## src/rtl/i2c_stat_pkg.sv

```systemverilog
package i2c_stat_pkg;
  localparam int STAT_W   = 8;
  localparam int B_TCF    = 7;
  localparam int B_ADDR   = 6;
  localparam int B_BUSY   = 5;
  localparam int B_ARB    = 4;
  localparam int B_RSVD   = 3;
  localparam int B_SRW    = 2;
  localparam int B_PEND   = 1;
  localparam int B_NACK   = 0;

  // Sticky flag update: a set event overrides a clear
  function automatic logic flag_next(input logic cur, input logic set_ev, input logic clr_ev);
    if (set_ev) return 1'b1;
    if (clr_ev) return 1'b0;
    return cur;
  endfunction

  // Value-capturing bit: loads on strobe, otherwise holds
  function automatic logic cap_next(input logic cur, input logic ld, input logic val);
    return ld ? val : cur;
  endfunction
endpackage

```

## src/rtl/i2c_bus_monitor.sv

```systemverilog
module i2c_bus_monitor #(
  parameter int SYNC_STAGES = 2
) (
  input  logic clk,
  input  logic rst_n,
  input  logic scl_in,
  input  logic sda_in,
  output logic start_det,
  output logic stop_det,
  output logic bus_busy
);
  logic [SYNC_STAGES-1:0] scl_sync, sda_sync;
  logic scl_s, sda_s, scl_q, sda_q;

  always_ff @(posedge clk or negedge rst_n) begin
    if (!rst_n) begin
      scl_sync <= '1;
      sda_sync <= '1;
      scl_q    <= 1'b1;
      sda_q    <= 1'b1;
    end else begin
      scl_sync <= {scl_sync[SYNC_STAGES-2:0], scl_in};
      sda_sync <= {sda_sync[SYNC_STAGES-2:0], sda_in};
      scl_q    <= scl_s;
      sda_q    <= sda_s;
    end
  end

  assign scl_s = scl_sync[SYNC_STAGES-1];
  assign sda_s = sda_sync[SYNC_STAGES-1];

  assign start_det = scl_s & scl_q &  sda_q & ~sda_s;
  assign stop_det  = scl_s & scl_q & ~sda_q &  sda_s;

  always_ff @(posedge clk or negedge rst_n) begin
    if (!rst_n) bus_busy <= 1'b0;
    else if (start_det) bus_busy <= 1'b1;
    else if (stop_det) bus_busy <= 1'b0;
  end


  busy_set_chk: assert property (@(posedge clk) disable iff (!rst_n) start_det |=> bus_busy);

  busy_clr_chk: assert property (@(posedge clk) disable iff (!rst_n) stop_det |=> !bus_busy);

  busy_scl_low_chk: assert property (@(posedge clk) disable iff (!rst_n)
    (!scl_s && !scl_q) |=> $stable(bus_busy));
endmodule

```

## src/rtl/i2c_stat_flags.sv

```systemverilog
module i2c_stat_flags
  import i2c_stat_pkg::*;
(
  input  logic              clk,
  input  logic              rst_n,
  input  logic              bus_busy,
  input  logic              byte_done,
  input  logic              nack_in,
  input  logic              tx_mode,
  input  logic              addr_match,
  input  logic              gcall_rcvd,
  input  logic              gcall_en,
  input  logic              rw_bit,
  input  logic              arb_lost,
  input  logic              data_rd,
  input  logic              data_wr,
  input  logic              ctrl_wr,
  input  logic              stat_wr,
  input  logic [STAT_W-1:0] wdata,
  output logic [STAT_W-1:0] status
);
  logic tcf, addressed, arbl, srw, pend, nack;
  logic addr_hit, tcf_clr, arb_clr, pend_clr, pend_set;

  assign addr_hit = addr_match | (gcall_rcvd & gcall_en);
  assign tcf_clr  = (data_rd & ~tx_mode) | (data_wr & tx_mode);
  assign arb_clr  = stat_wr & wdata[B_ARB];
  assign pend_clr = stat_wr & wdata[B_PEND];
  assign pend_set = byte_done | addr_hit | arb_lost;

  always_ff @(posedge clk or negedge rst_n) begin
    if (!rst_n) begin
      tcf       <= 1'b1;
      addressed <= 1'b0;
      arbl      <= 1'b0;
      srw       <= 1'b0;
      pend      <= 1'b0;
      nack      <= 1'b0;
    end else begin
      tcf       <= flag_next(tcf, byte_done, tcf_clr);
      addressed <= flag_next(addressed, addr_hit, ctrl_wr);
      arbl      <= flag_next(arbl, arb_lost, arb_clr);
      pend      <= flag_next(pend, pend_set, pend_clr);
      srw       <= cap_next(srw, addr_hit, rw_bit);
      nack      <= cap_next(nack, byte_done, nack_in);
    end
  end

  always_comb begin
    status         = '0;
    status[B_TCF]  = tcf;
    status[B_ADDR] = addressed;
    status[B_BUSY] = bus_busy;
    status[B_ARB]  = arbl;
    status[B_SRW]  = srw;
    status[B_PEND] = pend;
    status[B_NACK] = nack;
  end


  tcf_set_chk: assert property (@(posedge clk) disable iff (!rst_n) byte_done |=> tcf);

  arbl_hold_chk: assert property (@(posedge clk) disable iff (!rst_n)
    (arbl && !(stat_wr && wdata[B_ARB])) |=> arbl);

  addr_clr_chk: assert property (@(posedge clk) disable iff (!rst_n)
    (ctrl_wr && !addr_match && !gcall_rcvd) |=> !addressed);

  srw_hold_chk: assert property (@(posedge clk) disable iff (!rst_n)
    (!addr_match && !gcall_rcvd) |=> $stable(srw));

  pend_set_chk: assert property (@(posedge clk) disable iff (!rst_n)
    (arb_lost || byte_done) |=> pend);
endmodule

```

## src/rtl/i2c_status_unit.sv

```systemverilog
module i2c_status_unit
  import i2c_stat_pkg::*;
#(
  parameter int SYNC_STAGES = 2
) (
  input  logic              clk,
  input  logic              rst_n,
  input  logic              scl_in,
  input  logic              sda_in,
  input  logic              byte_done,
  input  logic              nack_in,
  input  logic              tx_mode,
  input  logic              addr_match,
  input  logic              gcall_rcvd,
  input  logic              gcall_en,
  input  logic              rw_bit,
  input  logic              arb_lost,
  input  logic              data_rd,
  input  logic              data_wr,
  input  logic              ctrl_wr,
  input  logic              stat_wr,
  input  logic [STAT_W-1:0] wdata,
  input  logic              irq_en,
  output logic [STAT_W-1:0] status,
  output logic              irq
);
  logic start_det, stop_det, bus_busy;

  i2c_bus_monitor #(.SYNC_STAGES(SYNC_STAGES)) u_mon (
    .clk(clk), .rst_n(rst_n), .scl_in(scl_in), .sda_in(sda_in),
    .start_det(start_det), .stop_det(stop_det), .bus_busy(bus_busy)
  );

  i2c_stat_flags u_flags (
    .clk(clk), .rst_n(rst_n), .bus_busy(bus_busy),
    .byte_done(byte_done), .nack_in(nack_in), .tx_mode(tx_mode),
    .addr_match(addr_match), .gcall_rcvd(gcall_rcvd), .gcall_en(gcall_en),
    .rw_bit(rw_bit), .arb_lost(arb_lost), .data_rd(data_rd),
    .data_wr(data_wr), .ctrl_wr(ctrl_wr), .stat_wr(stat_wr),
    .wdata(wdata), .status(status)
  );

  assign irq = status[B_PEND] & irq_en;


  irq_src_chk: assert property (@(posedge clk) disable iff (!rst_n) irq |-> (irq_en && status[B_PEND]));

  rsvd_zero_chk: assert property (@(posedge clk) disable iff (!rst_n) !status[B_RSVD]);
endmodule

```

## config.mk

```make
export PLATFORM = sky130hd
export DESIGN_NAME = i2c_status_unit
export DESIGN_NICKNAME = d
export VERILOG_FILES = /design/src/rtl/i2c_stat_pkg.sv /design/src/rtl/i2c_bus_monitor.sv /design/src/rtl/i2c_stat_flags.sv /design/src/rtl/i2c_status_unit.sv
export SDC_FILE = /design/constraint.sdc
export NUM_CORES = 1
export LEC_CHECK = 0
export BUFFER_PORTS_ARGS = -buffer_cell sky130_fd_sc_hd__clkbuf_2
export CORE_AREA = 2 2 39 41
export DETAILED_ROUTE_END_ITERATION = 10
export DIE_AREA = 0 0 41 43
export PLACE_DENSITY = 0.72
export SLEW_MARGIN = 25
export SYNTH_ARGS = -nofsm -noshare
export SYNTH_HDL_FRONTEND = slang
export SYNTH_SLANG_ARGS = --single-unit
```

## constraint.sdc

```tcl
create_clock -name clk -period 2.8 [get_ports clk]
set_input_delay 0.14 -clock clk [delete_from_list [all_inputs] [get_ports clk]]
set_output_delay 0.14 -clock clk [all_outputs]
set_load 0.01 [all_outputs]
```

### After elaboration in Yosys (flattened, before gate mapping)

Cells that the tools add are included.
W data, S select, Z words.

| word-level totals | value |
|---|---|
| register bits | 13 |
| input bits | 25 |
| logic and storage cells | 64 |

| cells by class | value |
|---|---|
| mux-type cells | 30 |
| bitwise gates (word level) | 18 |
| reductions and logical operators | 5 |

Operators by type and width:

| cell | count |
|---|---|
| $mux W1 | 30 |
| $and A1 B1 Y1 | 11 |
| $reduce_bool A2 Y1 | 5 |
| $or A1 B1 Y1 | 4 |
| $not A1 Y1 | 3 |

### Longest topological paths before layout

| logic depth | value |
|---|---|
| depth in word-level cells | 8 |
| mapped depth | 2 |
| depth with buffers taken out | 2 |

### Cells and area by module

A second synthesis with hierarchy kept.

| second synthesis, totals | value |
|---|---|
| cell total of the unflattened synthesis | 41 |
| area total of the unflattened synthesis | 524.3 µm² |

Modules (own cells, without submodules):

| module | times used | cells each | area each (µm²) | seq. area each (µm²) |
|---|---|---|---|---|
| i2c_stat_flags | 1 | 26 | 301.5 | 151.4 |
| i2c_bus_monitor | 1 | 14 | 216.5 | 182.7 |
| i2c_status_unit | 1 | 1 | 6.3 | 0.0 |

### Worst setup path before layout

Ideal clock, no wire load.

| timing | value |
|---|---|
| path kind | reg-to-reg |
| from | reg, netlist name u_flags.pend |
| to | reg u_flags.pend |
| data arrival time | 910 ps |
| data required time | 2661 ps |
| setup slack | 1751 ps |
| stages on the path, launching flop included | 3 |
| path buffers | 0 |
| clock period less this slack | 1049 ps |
| cell sequence | dfrtp_1 > a21boi_0 > or4b_1 |

RTL lines:

| what | RTL line | text |
|---|---|---|
| end signal: assignment | i2c_stat_flags.sv:43 | `pend <= flag_next(pend, pend_set, pend_clr);` |
| end: declaration | i2c_stat_flags.sv:22 | `logic tcf, addressed, arbl, srw, pend, nack;` |

==> results summary <==
Leaving out fill and tap cells, the most frequent cell in the layout is sky130_fd_sc_hd__clkbuf_2. Row generation in the floorplan step produced 14 rows. In the layout the commonest cells are sky130_fd_sc_hd__clkbuf_2 (26), sky130_fd_sc_hd__dfstp_2 (7), sky130_fd_sc_hd__dfrtp_1 (6).

The global-route congestion overflow total came out at 0. The number of nets in the synthesized netlist is 64. The run finished with clean final reports.

The number of clock buffers inserted by TritonCTS came out at 3. The worst setup slack for register-to-register paths came out at 1700 ps. Power comes to 0.362 mW.

The worst hold margin came out at 55.7 ps. The final critical-path share of the clock period is 0.393. The area of the die is 0.00176 mm^2. The max capacitance violation total came out at 0. Power spread over the standard cell area amounts to 542 mW/mm^2. Post-CTS timing repair inserted 0 buffers for setup. The number of distinct library cell variants in the gate-level netlist after synthesis came out at 18. The count of fill cells added during filler insertion came out at 134.

The number of pins with negative max-slew slack in the final report is 0. The worst register-to-register path begins at u_flags.pend. For this run, the total global-route usage over all layers was measured as 0.105. The most critical setup path has its endpoint at u_flags.pend. The maximum buffer depth of the clock tree came out at 2. The leakage power total came out at 0.332 nW. Between clock sinks in the finished design, the worst skew comes to 5.42 ps.

The initial antenna violation count came to 0. The count of hold-fix buffers inserted at cts is 3. The detailed placement HPWL is 616 um. The clock period minus worst slack came out at 1100 ps.

Walking the worst path, the cells encountered are a21boi_0 > or4b_1. The arrival time of the worst setup path came out at 1240 ps. The maximum fanout count along the critical path came out at 3. The worst setup slack before clock tree synthesis came out at 1700 ps. The maximum resistive drop on vdd came out at 249 uV.

The final antenna diode count is 0. The core occupancy in the finished layout is 0.484. The core box area came out at 0.00138 mm^2.

The clock-pin slew on the worst setup and hold paths came out at 80 ps. The first element of the critical path is u_flags.pend. Of the post-synthesis cell area, the dominant cell type holds 0.352. The number of DRC markers after the initial detailed-route iteration is 1. Synthesis produced a netlist whose cell count is 39.

The cell with the biggest individual delay on the critical path is sky130_fd_sc_hd__or4b_1. The relative area change from synthesis to final layout is 28.0%. Before antenna repair, the detailed router went through 2 iterations. The worst setup path is launched from a register. In the routed design, unresolved DRC markers number 0.

Ranked by total cell area, the synthesized netlist is headed by sky130_fd_sc_hd__dfstp_2 (35%), sky130_fd_sc_hd__dfrtp_1 (29%), sky130_fd_sc_hd__buf_4 (11%). The initial standard-cell utilization of the core came out at 0.378. The count of nets left with antenna violations once routing finished came out at 0. The number of cells upsized or downsized after cts is 0. The combined area of the multi-input logic cells came out at 121 um^2. For this run, the number of Yosys warnings is 0. The maximum cell stage delay along the critical path came out at 460 ps.

The peak clock frequency supported by timing came out at 909 MHz. In the final routed layout, each cell accounts on average for 9.69 um. For the final routed database, the setup TNS stands at 0 ps. The synthesized design spends more area on one cell type than any other, namely sky130_fd_sc_hd__dfstp_2. The worst hold path belongs to the class input port to register. In the final layout, the share of cells above drive strength 1 is 0.609. In this run the number of H-tree levels came out at 1. The average size of a mapped cell came out at 13.4 um^2. Buffers placed on the I/O ports in this run total 26. The largest net degree at the start of global routing came out at 14. STA classifies the critical path endpoint as a register. The layout net count came out at 90. The final layout contains routed wiring with a total length of 775 um. The setup slack after layout came out at 1700 ps.

The total area of sequential cells is 334 um^2. Across all layers, the routed design uses 351 vias. The critical path is of the register to register type.

The height of the die is 43 um. The worst register-to-register path ends at u_flags.pend. The post-synthesis sequential area ratio is 0.639. The number of global-route vias before repair is 332. The final weighted congestion in routability-driven placement came out at 0.550.

The number of failing hold endpoints at the final stage is 0. The clock tree from TritonCTS is built. The summed instance area of the synthesized netlist came out at 523 um^2.

The endpoint required time on the critical path is 2940 ps. Dividing the detail-routed via count by the number of cells gives 4.39. The later pin in the worst-skew pair is clocked with a latency of 260 ps. The count of pins on the block boundary came out at 34.

The number of synthesized register bits came out at 13. The width of the die came out at 41 um. The wire length of the first global-routing pass came out at 1240 um. Counting every sink on the clock net gives 13. Clock tree synthesis selected as its root buffer the cell sky130_fd_sc_hd__clkbuf_4. Setup repair after global routing left no endpoint under its margin. The worst reg2reg path depth is 2.

The setup-violating endpoint count in the final report came out at 0.
## routing by layer
layer  vias to the layer above  track usage  part of all wire
li1                        174            -                 -
met4                         0       0.0600                 0
met3                         0       0.0314             0.062
met2                        11        0.159              0.52
met1                       166        0.124              0.41
met5                         -            0                 0
## critical path: cells and delay by family, from the launching register on
kind | cells | cell delay [ps]
compound gates | 1 | 130
flops | 1 | 390
simple gates | 1 | 460
## cell families (layout without fill, tap and decap cells)
group / after synthesis / after routing / share of synthesized area
muxes: 3 / 3 / 0.0622
AOI/OAI and AO/OA: 6 / 6 / 0.0837
and+or+nand+nor: 6 / 6 / 0.0789
buffers and inverters: 10 / 35 / 0.129
DFF: 13 / 13 / 0.639
other: 1 / 1 / 0.00717
## final cells by class
type	instances	area share
inverters	2	0.0112
multi-input cells	16	0.181
well taps	16	0.0299
repair buffers	29	0.239
clock buffers	4	0.0393
flip-flops and latches	13	0.499
## power breakdown
part / total (mW) / internal, mW / switching [mW]
clock network: 0.109 / 0.0550 / 0.0540
registers: 0.209 / 0.204 / 0.00552
logic: 0.0444 / 0.0247 / 0.0197
## flip-flops by register name, summed over array words and instances, names as in the netlist
| register | cells |
|---|---|
| u_mon.scl_sync | 2 |
| u_mon.sda_sync | 2 |
| u_flags.addressed | 1 |
| u_flags.arbl | 1 |
| u_flags.nack | 1 |
| u_flags.pend | 1 |
| u_flags.srw | 1 |
| u_flags.tcf | 1 |
| u_mon.bus_busy | 1 |
| u_mon.scl_q | 1 |
| u_mon.sda_q | 1 |
## cell usage after synthesis
cell                       n
sky130_fd_sc_hd__a21oi_2   1
sky130_fd_sc_hd__a211oi_1  1
sky130_fd_sc_hd__o21ai_0   1
sky130_fd_sc_hd__dfstp_2   7
sky130_fd_sc_hd__a21o_1    2
sky130_fd_sc_hd__conb_1    1
sky130_fd_sc_hd__and4b_1   1
sky130_fd_sc_hd__mux2_2    2
sky130_fd_sc_hd__inv_1     2
sky130_fd_sc_hd__or4b_1    1
sky130_fd_sc_hd__a21boi_0  1
sky130_fd_sc_hd__buf_4     8
sky130_fd_sc_hd__mux2i_1   1
sky130_fd_sc_hd__dfrtp_1   6
sky130_fd_sc_hd__nand2_1   1
sky130_fd_sc_hd__nor2_1    1
sky130_fd_sc_hd__nand3b_1  1
sky130_fd_sc_hd__and2_1    1
## worst min-delay path by stage
| stage | startpoint | to | slack (ps) | cells after the start |
|---|---|---|---|---|
| floorplan | rst_n | u_flags.addressed | -160 | 0 |
| global placement | rst_n | u_flags.pend | 40 | 1 |
| detailed placement | rst_n | u_flags.arbl | 50 | 1 |
| CTS | ctrl_wr | u_flags.addressed | 50 | 2 |
| global route | ctrl_wr | u_flags.addressed | 70 | 2 |
| finish | ctrl_wr | u_flags.addressed | 60 | 2 |
## stage by stage
step,cell area (um^2),std cells
6_report,669,80
3_5_place_dp,613,73
2_1_floorplan,523,39
5_1_grt,669,80
4_1_cts,669,80
3_3_place_gp,613,73
(Power assumes the default switching activity.)
